--- src/rtl/rpkt_pkg.sv ---
package rpkt_pkg;

  localparam logic [7:0] SYNC_U2H = 8'h55;
  localparam logic [7:0] EVT_CODE = 8'h03;
  localparam logic [7:0] EVT_LEN  = 8'd2;
  localparam int         HDR_LEN  = 4;

  typedef enum logic [1:0] {
    RK_SYNC = 2'd0,
    RK_ACK  = 2'd1,
    RK_NACK = 2'd2,
    RK_NIMP = 2'd3
  } rkind_e;

  typedef struct packed {
    logic       is_evt;
    logic [7:0] code;
    logic [7:0] len;
    logic [7:0] eaddr;
    logic [7:0] ecmd;
  } frame_t;

  function automatic logic [7:0] kind_code(rkind_e k);
    logic [7:0] c;
    case (k)
      RK_SYNC: c = 8'h00;
      RK_ACK:  c = 8'h01;
      RK_NACK: c = 8'h02;
      default: c = 8'hFF;
    endcase
    return c;
  endfunction

endpackage

--- src/rtl/rpkt_rst_sync.sv ---
module rpkt_rst_sync #(
  parameter int STAGES = 2
) (
  input  logic clk,
  input  logic rst_n,
  output logic rst_n_sync
);

  logic [STAGES-1:0] chain_q;
  logic [STAGES-1:0] chain_d;

  always_comb begin
    chain_d = {chain_q[STAGES-2:0], 1'b1};
  end

  always_ff @(posedge clk or negedge rst_n) begin
    if (!rst_n) begin
      chain_q <= '0;
    end else begin
      chain_q <= chain_d;
    end
  end

  assign rst_n_sync = chain_q[STAGES-1];

endmodule

--- src/rtl/rpkt_buf.sv ---
module rpkt_buf #(
  parameter int DEPTH = 59,
  parameter int AW    = 6
) (
  input  logic          clk,
  input  logic          we,
  input  logic [AW-1:0] waddr,
  input  logic [7:0]    wdata,
  input  logic [AW-1:0] raddr,
  output logic [7:0]    rdata
);

  logic [7:0] mem_q [DEPTH];

  always_ff @(posedge clk) begin
    for (int i = 0; i < DEPTH; i++) begin
      if (we && (int'(waddr) == i)) begin
        mem_q[i] <= wdata;
      end
    end
  end

  always_comb begin
    rdata = 8'h00;
    if (int'(raddr) < DEPTH) begin
      rdata = mem_q[raddr];
    end
  end

endmodule

--- src/rtl/rpkt_arb.sv ---
module rpkt_arb
  import rpkt_pkg::*;
#(
  parameter int MAX_LEN = 59,
  parameter int LEN_W   = 6
) (
  input  logic             clk,
  input  logic             rst_n,
  input  logic             sol_req,
  input  logic [1:0]       sol_kind,
  input  logic [LEN_W-1:0] sol_len,
  input  logic             sol_boot,
  input  logic             evt_req,
  input  logic [7:0]       evt_addr,
  input  logic [7:0]       evt_cmd,
  input  logic             ser_idle,
  input  logic             ser_cur_evt,
  output logic             grant,
  output frame_t           frame,
  output logic             pend_any
);

  localparam logic [LEN_W-1:0] LEN_LIM = LEN_W'(MAX_LEN);

  logic             sol_pend_q, sol_pend_d;
  logic             evt_pend_q, evt_pend_d;
  logic [7:0]       sol_code_q;
  logic [LEN_W-1:0] sol_len_q;
  logic [7:0]       evt_addr_q, evt_cmd_q;

  logic             sol_free, evt_free;
  logic             sol_take, evt_take;
  logic             drop_ack;
  logic [LEN_W-1:0] len_eff;

  // Saturation only needed when the length port can exceed the limit
  generate
    if (((1 << LEN_W) - 1) > MAX_LEN) begin : g_clamp
      assign len_eff = (sol_len > LEN_LIM) ? LEN_LIM : sol_len;
    end else begin : g_pass
      assign len_eff = sol_len;
    end
  endgenerate

  always_comb begin
    sol_free = !sol_pend_q && !(!ser_idle && !ser_cur_evt);
    evt_free = !evt_pend_q && !(!ser_idle &&  ser_cur_evt);
    drop_ack = sol_boot && (rkind_e'(sol_kind) == RK_ACK);
    sol_take = sol_req && sol_free && !drop_ack;
    evt_take = evt_req && evt_free;
    grant    = ser_idle && (sol_pend_q || evt_pend_q);
    pend_any = sol_pend_q || evt_pend_q;
  end

  // next-state of the two slots
  always_comb begin
    sol_pend_d = sol_pend_q;
    evt_pend_d = evt_pend_q;
    if (grant && sol_pend_q) begin
      sol_pend_d = 1'b0;
    end
    if (grant && !sol_pend_q) begin
      evt_pend_d = 1'b0;
    end
    if (sol_take) begin
      sol_pend_d = 1'b1;
    end
    if (evt_take) begin
      evt_pend_d = 1'b1;
    end
  end

  always_ff @(posedge clk or negedge rst_n) begin
    if (!rst_n) begin
      sol_pend_q <= 1'b0;
      evt_pend_q <= 1'b0;
    end else begin
      sol_pend_q <= sol_pend_d;
      evt_pend_q <= evt_pend_d;
    end
  end

  // payload-side registers: enable only, no reset
  always_ff @(posedge clk) begin
    if (sol_take) begin
      sol_code_q <= kind_code(rkind_e'(sol_kind));
      sol_len_q  <= len_eff;
    end
  end

  always_ff @(posedge clk) begin
    if (evt_take) begin
      evt_addr_q <= evt_addr;
      evt_cmd_q  <= evt_cmd;
    end
  end

  always_comb begin
    frame.is_evt = !sol_pend_q;
    frame.code   = sol_pend_q ? sol_code_q : EVT_CODE;
    frame.len    = sol_pend_q ? 8'(sol_len_q) : EVT_LEN;
    frame.eaddr  = evt_addr_q;
    frame.ecmd   = evt_cmd_q;
  end

endmodule

--- src/rtl/rpkt_ser.sv ---
module rpkt_ser
  import rpkt_pkg::*;
#(
  parameter int AW = 6
) (
  input  logic          clk,
  input  logic          rst_n,
  input  logic          load,
  input  frame_t        frame_in,
  input  logic          tx_ready,
  output logic          tx_valid,
  output logic [7:0]    tx_data,
  output logic          idle,
  output logic          cur_evt,
  output logic [AW-1:0] buf_raddr,
  input  logic [7:0]    buf_rdata
);

  logic       active_q, active_d;
  logic [7:0] idx_q, idx_d;
  frame_t     fr_q;
  logic       step, last;
  logic [7:0] pay_off;

  always_comb begin
    step = active_q && tx_ready;
    last = (idx_q == (fr_q.len + 8'(HDR_LEN - 1)));
  end

  always_comb begin
    active_d = active_q;
    idx_d    = idx_q;
    if (load) begin
      active_d = 1'b1;
      idx_d    = 8'd0;
    end else if (step && last) begin
      active_d = 1'b0;
      idx_d    = 8'd0;
    end else if (step) begin
      idx_d    = idx_q + 8'd1;
    end
  end

  always_ff @(posedge clk or negedge rst_n) begin
    if (!rst_n) begin
      active_q <= 1'b0;
      idx_q    <= 8'd0;
    end else begin
      active_q <= active_d;
      idx_q    <= idx_d;
    end
  end

  always_ff @(posedge clk) begin
    if (load) begin
      fr_q <= frame_in;
    end
  end

  always_comb begin
    pay_off   = idx_q - 8'(HDR_LEN);
    buf_raddr = pay_off[AW-1:0];
  end

  always_comb begin
    case (idx_q)
      8'd0:    tx_data = SYNC_U2H;
      8'd1:    tx_data = fr_q.code;
      8'd2:    tx_data = 8'h00;
      8'd3:    tx_data = fr_q.len;
      default: begin
        if (fr_q.is_evt) begin
          tx_data = (idx_q == 8'(HDR_LEN)) ? fr_q.eaddr : fr_q.ecmd;
        end else begin
          tx_data = buf_rdata;
        end
      end
    endcase
  end

  assign tx_valid = active_q;
  assign idle     = !active_q;
  assign cur_evt  = fr_q.is_evt;

endmodule

--- src/rtl/rpkt_tx.sv ---
module rpkt_tx
  import rpkt_pkg::*;
#(
  parameter  int MAX_LEN = 59,
  localparam int LEN_W   = $clog2(MAX_LEN + 1),
  localparam int AW      = $clog2(MAX_LEN)
) (
  input  logic             clk,
  input  logic             rst_n,
  input  logic             sol_req,
  input  logic [1:0]       sol_kind,
  input  logic [LEN_W-1:0] sol_len,
  input  logic             sol_boot,
  input  logic             evt_req,
  input  logic [7:0]       evt_addr,
  input  logic [7:0]       evt_cmd,
  input  logic             buf_we,
  input  logic [AW-1:0]    buf_waddr,
  input  logic [7:0]       buf_wdata,
  input  logic             tx_ready,
  output logic             tx_valid,
  output logic [7:0]       tx_data,
  output logic             busy
);

  logic          rst_n_i;
  logic          ser_idle, ser_cur_evt;
  logic          grant, pend_any;
  frame_t        frame;
  logic [AW-1:0] buf_raddr;
  logic [7:0]    buf_rdata;

  rpkt_rst_sync #(.STAGES(2)) u_rst (
    .clk        (clk),
    .rst_n      (rst_n),
    .rst_n_sync (rst_n_i)
  );

  rpkt_buf #(.DEPTH(MAX_LEN), .AW(AW)) u_buf (
    .clk   (clk),
    .we    (buf_we),
    .waddr (buf_waddr),
    .wdata (buf_wdata),
    .raddr (buf_raddr),
    .rdata (buf_rdata)
  );

  rpkt_arb #(.MAX_LEN(MAX_LEN), .LEN_W(LEN_W)) u_arb (
    .clk         (clk),
    .rst_n       (rst_n_i),
    .sol_req     (sol_req),
    .sol_kind    (sol_kind),
    .sol_len     (sol_len),
    .sol_boot    (sol_boot),
    .evt_req     (evt_req),
    .evt_addr    (evt_addr),
    .evt_cmd     (evt_cmd),
    .ser_idle    (ser_idle),
    .ser_cur_evt (ser_cur_evt),
    .grant       (grant),
    .frame       (frame),
    .pend_any    (pend_any)
  );

  rpkt_ser #(.AW(AW)) u_ser (
    .clk       (clk),
    .rst_n     (rst_n_i),
    .load      (grant),
    .frame_in  (frame),
    .tx_ready  (tx_ready),
    .tx_valid  (tx_valid),
    .tx_data   (tx_data),
    .idle      (ser_idle),
    .cur_evt   (ser_cur_evt),
    .buf_raddr (buf_raddr),
    .buf_rdata (buf_rdata)
  );

  assign busy = pend_any || !ser_idle;

endmodule

--- config.mk ---
export PLATFORM = sky130hd
export DESIGN_NAME = rpkt_tx
export DESIGN_NICKNAME = d
export VERILOG_FILES = /design/src/rtl/rpkt_pkg.sv /design/src/rtl/rpkt_rst_sync.sv /design/src/rtl/rpkt_buf.sv /design/src/rtl/rpkt_arb.sv /design/src/rtl/rpkt_ser.sv /design/src/rtl/rpkt_tx.sv
export SDC_FILE = /design/constraint.sdc
export NUM_CORES = 1
export LEC_CHECK = 0
export BUFFER_PORTS_ARGS = -buffer_cell sky130_fd_sc_hd__buf_4
export CORE_MARGIN = 2
export CORE_UTILIZATION = 40
export DETAILED_ROUTE_END_ITERATION = 10
export GPL_ROUTABILITY_DRIVEN = 0
export SETUP_SLACK_MARGIN = 0.1
export SYNTH_ARGS = -nofsm -noshare
export SYNTH_HDL_FRONTEND = slang
export SYNTH_HIERARCHICAL = 1
export SYNTH_SLANG_ARGS = --single-unit
--- constraint.sdc ---
create_clock -name clk -period 3.1 [get_ports clk]
set_clock_uncertainty 0.1 [all_clocks]
set_input_delay 0.31 -clock clk [delete_from_list [all_inputs] [get_ports clk]]
set_output_delay 0.31 -clock clk [all_outputs]
set_load 0.02 [all_outputs]
==> metrics.yaml, run 1 <==
hold_path_depth: 4
numPortBuffers: 54
p_switching_mw: 7.92
layout_commonest_cell: "edfxtp_1"
clock_sinks: 543
endpoint_kind: "primary output"
cts_root_buf: "clkbuf_16"
core_mm2: 0.0541
clk_pin_slew_worst_paths_ns: 0.06
p_int_mw: 16.8
synth_cells: 1273
finalHoldViolCount: 0
grt.busiest_layer: "met2"
critPathBufInv: 4
power_density_mw_per_mm2: 921
maxCapViolations: 0
rsz0062_at_grt: "true"
vias_per_cell: 5.47
ys.flop_type: "edfxtp_1"
p_sw_share_pct: 32.0
path_class: "flop to primary output"
synth_area_mm2: 0.0220
synthArstFlopShare_pct: 2.39
p_total_mw: 24.7
fin_ws_ns: -0.491
post-route-util_pct: 49.6
use_met1_pct: 25.6
wire_per_inst_um: 24.2
grt_util_met2_pct: 31.7
hold_class: "input port to flop"
crit_required_ns: 2.69
area_growth_pct: 22.1
initial_core_util_pct: 40.6
violations: "setup timing"
ir_drop_v: 0.000548
setup-tns-final_ns: -3.62
clock_path_buffers: 3
grt_max_degree: 60
htree_levels: 2
critPathSlowestCell: "dfrtp_4"
finalInstanceArea_mm2: 0.0269
status: "finished with violations"
post-place-ws_ns: -0.282
worst-path-stages: 11
path_delay_family: "multiplexers"
grt_pass1_wl_um: 79800
synth_cell_types: 54
overflow: 0
final_cells: 2229
crit_chain: "buf_12 -> buf_16 -> buf_4 -> mux4_2 -> mux2i_4 -> o21ai_0 -> a21o_1 -> nor2_1 -> a21oi_2 -> a2bb2oi_2 -> buf_4"
grt_use_total_pct: 19.1
drive_above_1_share_pct: 27.8
tightest_slew_ns: 0.848
ys_ff_latch: 543
nNetsFinal: 1546
numCtsBuffers: 55
cpMostUsedCell: "buf_4"
critical_path.max_fanout: 6
fp.dieH_um: 238
grt.met3_usage_pct: 2.90
boundaryPins: 55
syn_area_per_cell_um2: 17.3
diodes: 0
dieArea_mm2: 0.0569
arrival_ns: 3.18
power_frac_clock_pct: 27.1
firstDrtPassIters: 7
synth_edf_count: 530
fin_crit_sh_pct: 116
drc: 0
grt_pass1_vias: 12328
fp.dieW_um: 238
period_minus_slack_ns: 3.59
max_stage_delay_ns: 0.55
dpl_cell_area_mm2: 0.0240
antenna_found_initial: 0
holdWs_ns: 0.125
via_count: 12194
insertion_delay_ns: 0.60
final_cell_mix: "530 x edfxtp_1, 179 x buf_4, 141 x mux2i_1"
ys_seq_area_share_pct: 73.9
fillerInstances: 4381
ant_nets: 0
p_leak_nw: 9.20
fmax_mhz: 278
rows: 85
routed_wl_um: 53900
maxSlewHeadroom_pct: 43.2
dpl.hpwl_um: 34000
drtIter0Drc: 1003
placed_cells: 2085
critPathLaunchType: "flop"
cts_tree: "built"
comb_power_share_pct: 38.0
seqPwrFrac_pct: 34.8
ys.warnings.count: 6
reg2reg_depth: 7
setup_viol: 8
slew_violations: 0
[layout make-up]
class,instances,area [um^2],area share [%]
well taps,696,871,3.24
clock buffers,73,1490,5.53
clock inverters,25,344,1.28
multi-input cells,635,5530,20.6
flip-flops and latches,543,16200,60.5
repair buffers,245,2330,8.67
inverters,12,45.0,0.168
[registers in the layout (all words and copies together) (netlist names)]
signal / cells
u_arb/evt_pend_q: 1
u_arb/sol_pend_q: 1
u_ser/fr_q: 32
u_arb/sol_code_q: 3
u_arb/evt_addr_q: 8
u_arb/evt_cmd_q: 8
u_ser/cur_evt: 1
u_ser/idx_q: 8
u_ser/tx_valid: 1
u_arb/sol_len_q: 6
u_buf/mem_q: 472
u_rst/chain_q: 2
[final timing paths]
| kind | startpoint | end | slack [ns] |
|---|---|---|---|
| worst max-delay path | u_ser/idx_q[0] | tx_data[6] | -0.49 |
| worst min-delay path | tx_ready | u_ser/idx_q[0] | 0.13 |
| worst max register to register | u_ser/fr_q[16] | u_ser/idx_q[4] | 0.65 |
| worst min register to register | u_rst/chain_q[1] | u_ser/tx_valid | 0.16 |
| max in group asynchronous | u_rst/chain_q[1] | u_ser/idx_q[0] | 2.28 |
| min in group asynchronous | u_rst/chain_q[1] | u_ser/tx_valid | 0.16 |
[timing repair]
action	CTS	global route
resized for setup	90	18
pin swaps	38	7
gates cloned	5	0
setup endpoints to repair	8	8
buffers inserted	9	1
hold endpoints to repair	29	0
hold buffers	31	0
[routing by layer]
| layer | vias up | wire length [um] |
|---|---|---|
| li1 | 5429 | - |
| met1 | 6234 | 22500 |
| met2 | 406 | 26200 |
| met3 | 125 | 3200 |
| met4 | 0 | 1990 |
| met5 | - | 0 |
[synth_stat cells, drive strengths merged, types with 5 or more instances]
cell,count,area [um^2]
a31oi,10,62.6
nor2,85,319
nand4,12,75.1
nand2,63,236
and2,9,57.6
nor2b,9,56.3
a21o,8,60.1
a211o,5,43.8
xnor2,11,96.3
mux4,48,1080
a21oi,23,115
nor3,13,65.1
a41oi,7,61.3
a22oi,48,360
mux2i,153,1530
o21ai,23,115
nand2b,8,50.1
xor2,8,70.1
buf,54,463
nand3,26,130
inv,12,45.0
ha,9,113
o22ai,16,100
edfxtp,530,15900
clkbuf,30,113
dfrtp,13,325
[worst min-delay path, cell delays in order]
cell and delay, ns:
buf_4 0.08, nand2_1 0.16, xnor2_1 0.19, nor3_1 0.04
[power by group through the flow]
stage               combinational [mW]  sequential, mW  clock (mW)
detailed placement                8.13            8.73           0
finish                            9.41            8.62        6.71
global placement                  8.12            8.73           0
floorplan                         4.99            8.65           0
CTS                               9.21            8.61        6.85
global route                      9.91            8.65        7.12
[cell families (layout without fill, tap and decap cells)]
logic type,count (synthesis),in the layout,synth area share (%)
flops,543,543,73.9
simple gates,250,250,5.40
mux,201,201,11.9
compound gates,153,153,4.72
buf+inv,96,355,2.82
xor+xnor,19,19,0.757
fa+ha+maj,9,9,0.512
other cells,2,3,0.0342
Note: power is estimated with default switching activity, not from simulation.
==> run 2: changes to the inputs <==
BUFFER_PORTS_ARGS = -buffer_cell sky130_fd_sc_hd__buf_2   (was -buffer_cell sky130_fd_sc_hd__buf_4)
==> metrics.yaml, run 2 (synthesized netlist as in run 1, its figures left out) <==
area_growth_pct: 20.7
clock_path_buffers: 3
rows: 85
setup_viol: 8
finalInstanceArea_mm2: 0.0265
ant_nets: 0
vias_per_cell: 5.43
r2r_slack_ns: 0.69
cts_root_buf: "clkbuf_16"
htree_levels: 2
final_cells: 2232
grt_use_total_pct: 19.2
path_delay_family: "simple AND/OR/NAND/NOR gates"
violations: "setup timing"
setup-tns-final_ns: -4.08
post-place-ws_ns: -0.162
cts_tree: "built"
period_minus_slack_ns: 3.64
core_mm2: 0.0541
path_class: "flop to primary output"
firstDrtPassIters: 6
fin_crit_sh_pct: 117
startpoint: "u_ser/idx_q[3]"
wl_met1_um: 23100
grt_pass1_wl_um: 80000
nNetsFinal: 1543
fp.dieW_um: 238
top_layer: "met4"
power_density_mw_per_mm2: 910
tightest_slew_ns: 1.24
clock_sinks: 543
antenna_found_initial: 0
endpoint_kind: "primary output"
status: "finished with violations"
layout_commonest_cell: "edfxtp_1"
numCtsBuffers: 56
maxSlewHeadroom_pct: 17.6
biggestRegsByFlops: "u_buf/mem_q x472, u_ser/fr_q x32"
r2r_start: "u_ser/fr_q[16]"
initial_core_util_pct: 40.6
critPathBufInv: 3
finalHoldViolCount: 0
critPathLaunchType: "flop"
largest_reg_flops: 472
fmax_mhz: 275
dieArea_mm2: 0.0569
worst-path-stages: 13
overflow: 0
critical_path.max_fanout: 6
reg2reg_depth: 7
r2r-end: "u_ser/idx_q[1]"
slew_violations: 0
cpMostUsedCell: "buf_4"
wire_per_inst_um: 24.2
dpl_cell_area_mm2: 0.0238
fp.dieH_um: 238
hold_class: "input port to flop"
met3_length_um: 3080
ir_drop_v: 0.000439
crit_chain: "nor3_2 -> xor2_1 -> buf_4 -> or3b_4 -> buf_6 -> a21oi_2 -> nand3_2 -> a41oi_2 -> a21o_1 -> nor2_1 -> a211o_1 -> o21ai_1 -> buf_4"
placed_cells: 2073
drive_above_1_share_pct: 26.8
insertion_delay_ns: 0.60
drtIter0Drc: 1287
drc: 0
wl_met2_um: 26000
worstSetupEndpoint: "tx_data[1]"
rsz0062_at_grt: "true"
boundaryPins: 55
numPortBuffers: 54
routed_wl_um: 54000
final_cell_mix: "530 x edfxtp_1, 147 x mux2i_1, 123 x buf_4"
arrival_ns: 3.23
post-route-util_pct: 49.0
fin_ws_ns: -0.541
critPathSlowestCell: "or3b_4"
max_stage_delay_ns: 0.43
maxCapViolations: 0
dpl.hpwl_um: 35100
via_count: 12122
p_leak_nw: 9.11
crit_required_ns: 2.69
grt_max_degree: 60
grt_pass1_vias: 12199
clk_pin_slew_worst_paths_ns: 0.06
diodes: 0
largest-register: "u_buf/mem_q"
## run 2: cell types whose count changed in the layout (fill, tap and decap cells not counted), moves of 6 or more
cell,before,now
a22oi_1,35,41
a22oi_2,13,7
buf_2,0,47
buf_4,179,123
buf_6,9,15
clkinv_2,5,11
mux2i_1,141,147
## run 2: routing by layer
metal / vias to the layer above / global-route usage, %
met5: - / 0
met4: 0 / 7.29
met3: 94 / 3.02
met2: 411 / 31.3
met1: 6192 / 26.0
li1: 5425 / -
## run 2: worst reg2reg max path, cell delays in order (launching register included)
cell and delay, ns:
edfxtp_1 0.50, inv_1 0.11, ha_1 0.28, nand3b_1 0.20, xnor2_1 0.14, nor4b_1 0.46, o2111a_2 0.40, nor3_1 0.08
## run 2: power by group
group | internal, mW | switching [mW]
combinational | 4.26 | 4.96
sequential | 8.39 | 0.187
clock | 3.63 | 2.73
total | 16.3 | 7.87
## run 2: how the worst min path moves through the flow
stage	startpoint	end	slack [ns]	depth (start not counted)
floorplan	rst_n	u_rst/chain_q[0]	-0.09	0
detailed placement	rst_n	u_rst/chain_q[0]	-0.003	1
finish	buf_wdata[4]	u_buf/mem_q[28][4]	0.04	1
global route	buf_wdata[4]	u_buf/mem_q[42][4]	0.06	1
global placement	rst_n	u_rst/chain_q[0]	-0.006	1
CTS	buf_wdata[4]	u_buf/mem_q[42][4]	0.04	1
## run 2: what timing repair did
item / in CTS / in global routing
buffers inserted: 20 / 0
cloned: 3 / 0
gates resized for setup: 87 / 18
endpoints found under the setup margin: 8 / 8
hold endpoints to repair: 29 / 0
hold buffers: 31 / 0
pin swaps: 25 / 15
## run 2: layout make-up
| type | instances | area [um^2] |
|---|---|---|
| multi-input combinational | 635 | 5490 |
| fill | 4433 | 27600 |
| clock inverter | 28 | 219 |
| sequential | 543 | 16200 |
| clock buffer | 77 | 1500 |
| timing repair buffer | 241 | 2160 |
| inverter | 12 | 45.0 |
| tap | 696 | 871 |
## run 2: stage by stage
| stage | hold slack (ns) | power, mW |
|---|---|---|
| finish | 0.0361 | 24.2 |
| global route | 0.0581 | 25.1 |
| CTS | 0.0427 | 24.1 |
| detailed placement | -0.00276 | 16.5 |
| global placement | -0.00633 | 16.5 |
| floorplan | -0.0856 | 13.6 |
==> run 3: changes to the inputs <==
==> constraint.sdc (replaced) <==
create_clock -name clk -period 3.1 [get_ports clk]
set_clock_uncertainty 0.1 [all_clocks]
set_input_delay 0.155 -clock clk [delete_from_list [all_inputs] [get_ports clk]]
set_output_delay 0.155 -clock clk [all_outputs]
set_load 0.02 [all_outputs]
==> metrics.yaml, run 3 (synthesized netlist as in run 1, its figures left out) <==
firstDrtPassIters: 6
insertion_delay_ns: 0.60
setup_viol: 8
maxCapViolations: 0
finalInstanceArea_mm2: 0.0257
violations: "setup timing"
drtIter0Drc: 1327
p_sw_share_pct: 32.8
overflow: 0
ant_nets: 0
ir_drop_v: 0.000590
drc: 0
numPortBuffers: 54
r2r_start: "u_ser/fr_q[16]"
grt_pass1_vias: 11871
crit_required_ns: 2.84
r2r-end: "u_ser/idx_q[4]"
reg2reg_depth: 7
slew_violations: 0
clock_path_buffers: 3
endpoint_kind: "primary output"
numCtsBuffers: 56
grt_pass1_wl_um: 77600
finalHoldViolCount: 0
dpl.hpwl_um: 33800
area_growth_pct: 16.8
clock_sinks: 543
grt_max_degree: 60
drive_above_1_share_pct: 21.9
fp.dieW_um: 238
routed_wl_um: 51900
final_cell_mix: "530 x edfxtp_1, 151 x mux2i_1, 86 x buf_4"
fmax_mhz: 282
status: "finished with violations"
comb_power_share_pct: 35.4
wire_per_inst_um: 24.0
cts_root_buf: "clkbuf_16"
rsz0062_at_grt: "true"
cts_tree: "built"
top_layer: "met4"
r2r_slack_ns: 0.74
hold_class: "flop to asynchronous set/reset pin"
wl_met1_um: 22300
critPathLaunchType: "flop"
largest_reg_flops: 472
tightest_slew_ns: 1.18
grt_use_total_pct: 18.5
p_switching_mw: 7.53
p_leak_nw: 8.70
diodes: 0
htree_levels: 2
dieArea_mm2: 0.0569
wl_met2_um: 25100
fin_ws_ns: -0.452
antenna_found_initial: 0
period_minus_slack_ns: 3.55
rows: 85
layout_commonest_cell: "edfxtp_1"
p_int_mw: 15.4
power_density_mw_per_mm2: 893
fp.dieH_um: 238
seqPwrFrac_pct: 37.4
initial_core_util_pct: 40.6
fin_crit_sh_pct: 115
fillerInstances: 4480
path_class: "flop to primary output"
maxSlewHeadroom_pct: 21.2
setup-tns-final_ns: -3.12
clk_pin_slew_worst_paths_ns: 0.06
vias_per_cell: 5.48
met3_length_um: 2950
dpl_cell_area_mm2: 0.0233
boundaryPins: 55
biggestRegsByFlops: "u_buf/mem_q x472, u_ser/fr_q x32"
power_frac_clock_pct: 27.2
critical_path.max_fanout: 6
arrival_ns: 3.30
nNetsFinal: 1483
core_mm2: 0.0541
post-place-ws_ns: -0.0448
via_count: 11882
largest-register: "u_buf/mem_q"
holdWs_ns: 0.129
==> run 3: power by group through the flow <==
stage                     combinational [mW]  clock (mW)  sequential [mW]
after floorplan                         4.99           0             8.65
after global placement                  7.32           0             8.75
final                                   8.13        6.25             8.58
after detailed placement                7.32           0             8.76
after CTS                               7.98        6.39             8.57
after global routing                    8.59        6.67             8.61
==> run 3: per-stage QoR <==
stage          util, %  total power, mW  cells
3_3_place_gp      43.1             16.1   2026
4_1_cts           47.3             22.9   2165
5_1_grt           47.5             23.9   2167
3_5_place_dp      43.1             16.1   2026
2_1_floorplan        -             13.6   1274
6_report          47.5             22.9   2167
==> run 3: what timing repair did <==
action | in CTS | in global routing
pin swaps | 18 | 10
buffers inserted | 5 | 2
hold buffers | 34 | 0
setup endpoints to repair | 8 | 8
gates resized for setup | 46 | 17
hold endpoints to repair | 64 | 0
==> run 3: critical path, cell delays in order (launching register included) <==
cell and delay (ns):
dfrtp_1 0.40, inv_2 0.09, ha_4 0.16, xor2_1 0.15, buf_4 0.15, or3b_4 0.40
buf_6 0.15, a21oi_1 0.11, nand3_1 0.15, a41oi_2 0.19, a21o_1 0.16, nor2_1 0.06
a21oi_1 0.21, a2bb2oi_2 0.16, buf_4 0.15
==> run 3: worst max-delay path by stage <==
| stage | startpoint | endpoint | slack (ns) | depth (start not counted) |
|---|---|---|---|---|
| after floorplan | u_ser/idx_q[2] | tx_data[6] | 0.31 | 13 |
| after global placement | u_ser/idx_q[2] | tx_data[3] | -0.02 | 14 |
| after detailed placement | u_ser/idx_q[2] | tx_data[4] | -0.04 | 14 |
| after global routing | u_ser/idx_q[3] | tx_data[3] | -0.56 | 14 |
| final | u_ser/idx_q[2] | tx_data[6] | -0.45 | 14 |
| after CTS | u_ser/idx_q[2] | tx_data[0] | -0.48 | 14 |
==> run 3: area by class of cell <==
class / count / area (um^2) / area share [%]
flip-flops and latches: 543 / 16200 / 63.2
clock inverters: 29 / 226 / 0.882
multi-input cells: 635 / 5360 / 20.9
clock buffers: 71 / 1460 / 5.67
inverters: 12 / 45.0 / 0.175
well taps: 696 / 871 / 3.39
repair buffers: 181 / 1480 / 5.77
==> run 3: routing by layer <==
metal,vias to the layer above,GRT usage [%]
met5,-,0
met3,92,2.57
met2,404,29.9
met4,0,6.72
met1,6083,25.6
li1,5303,-
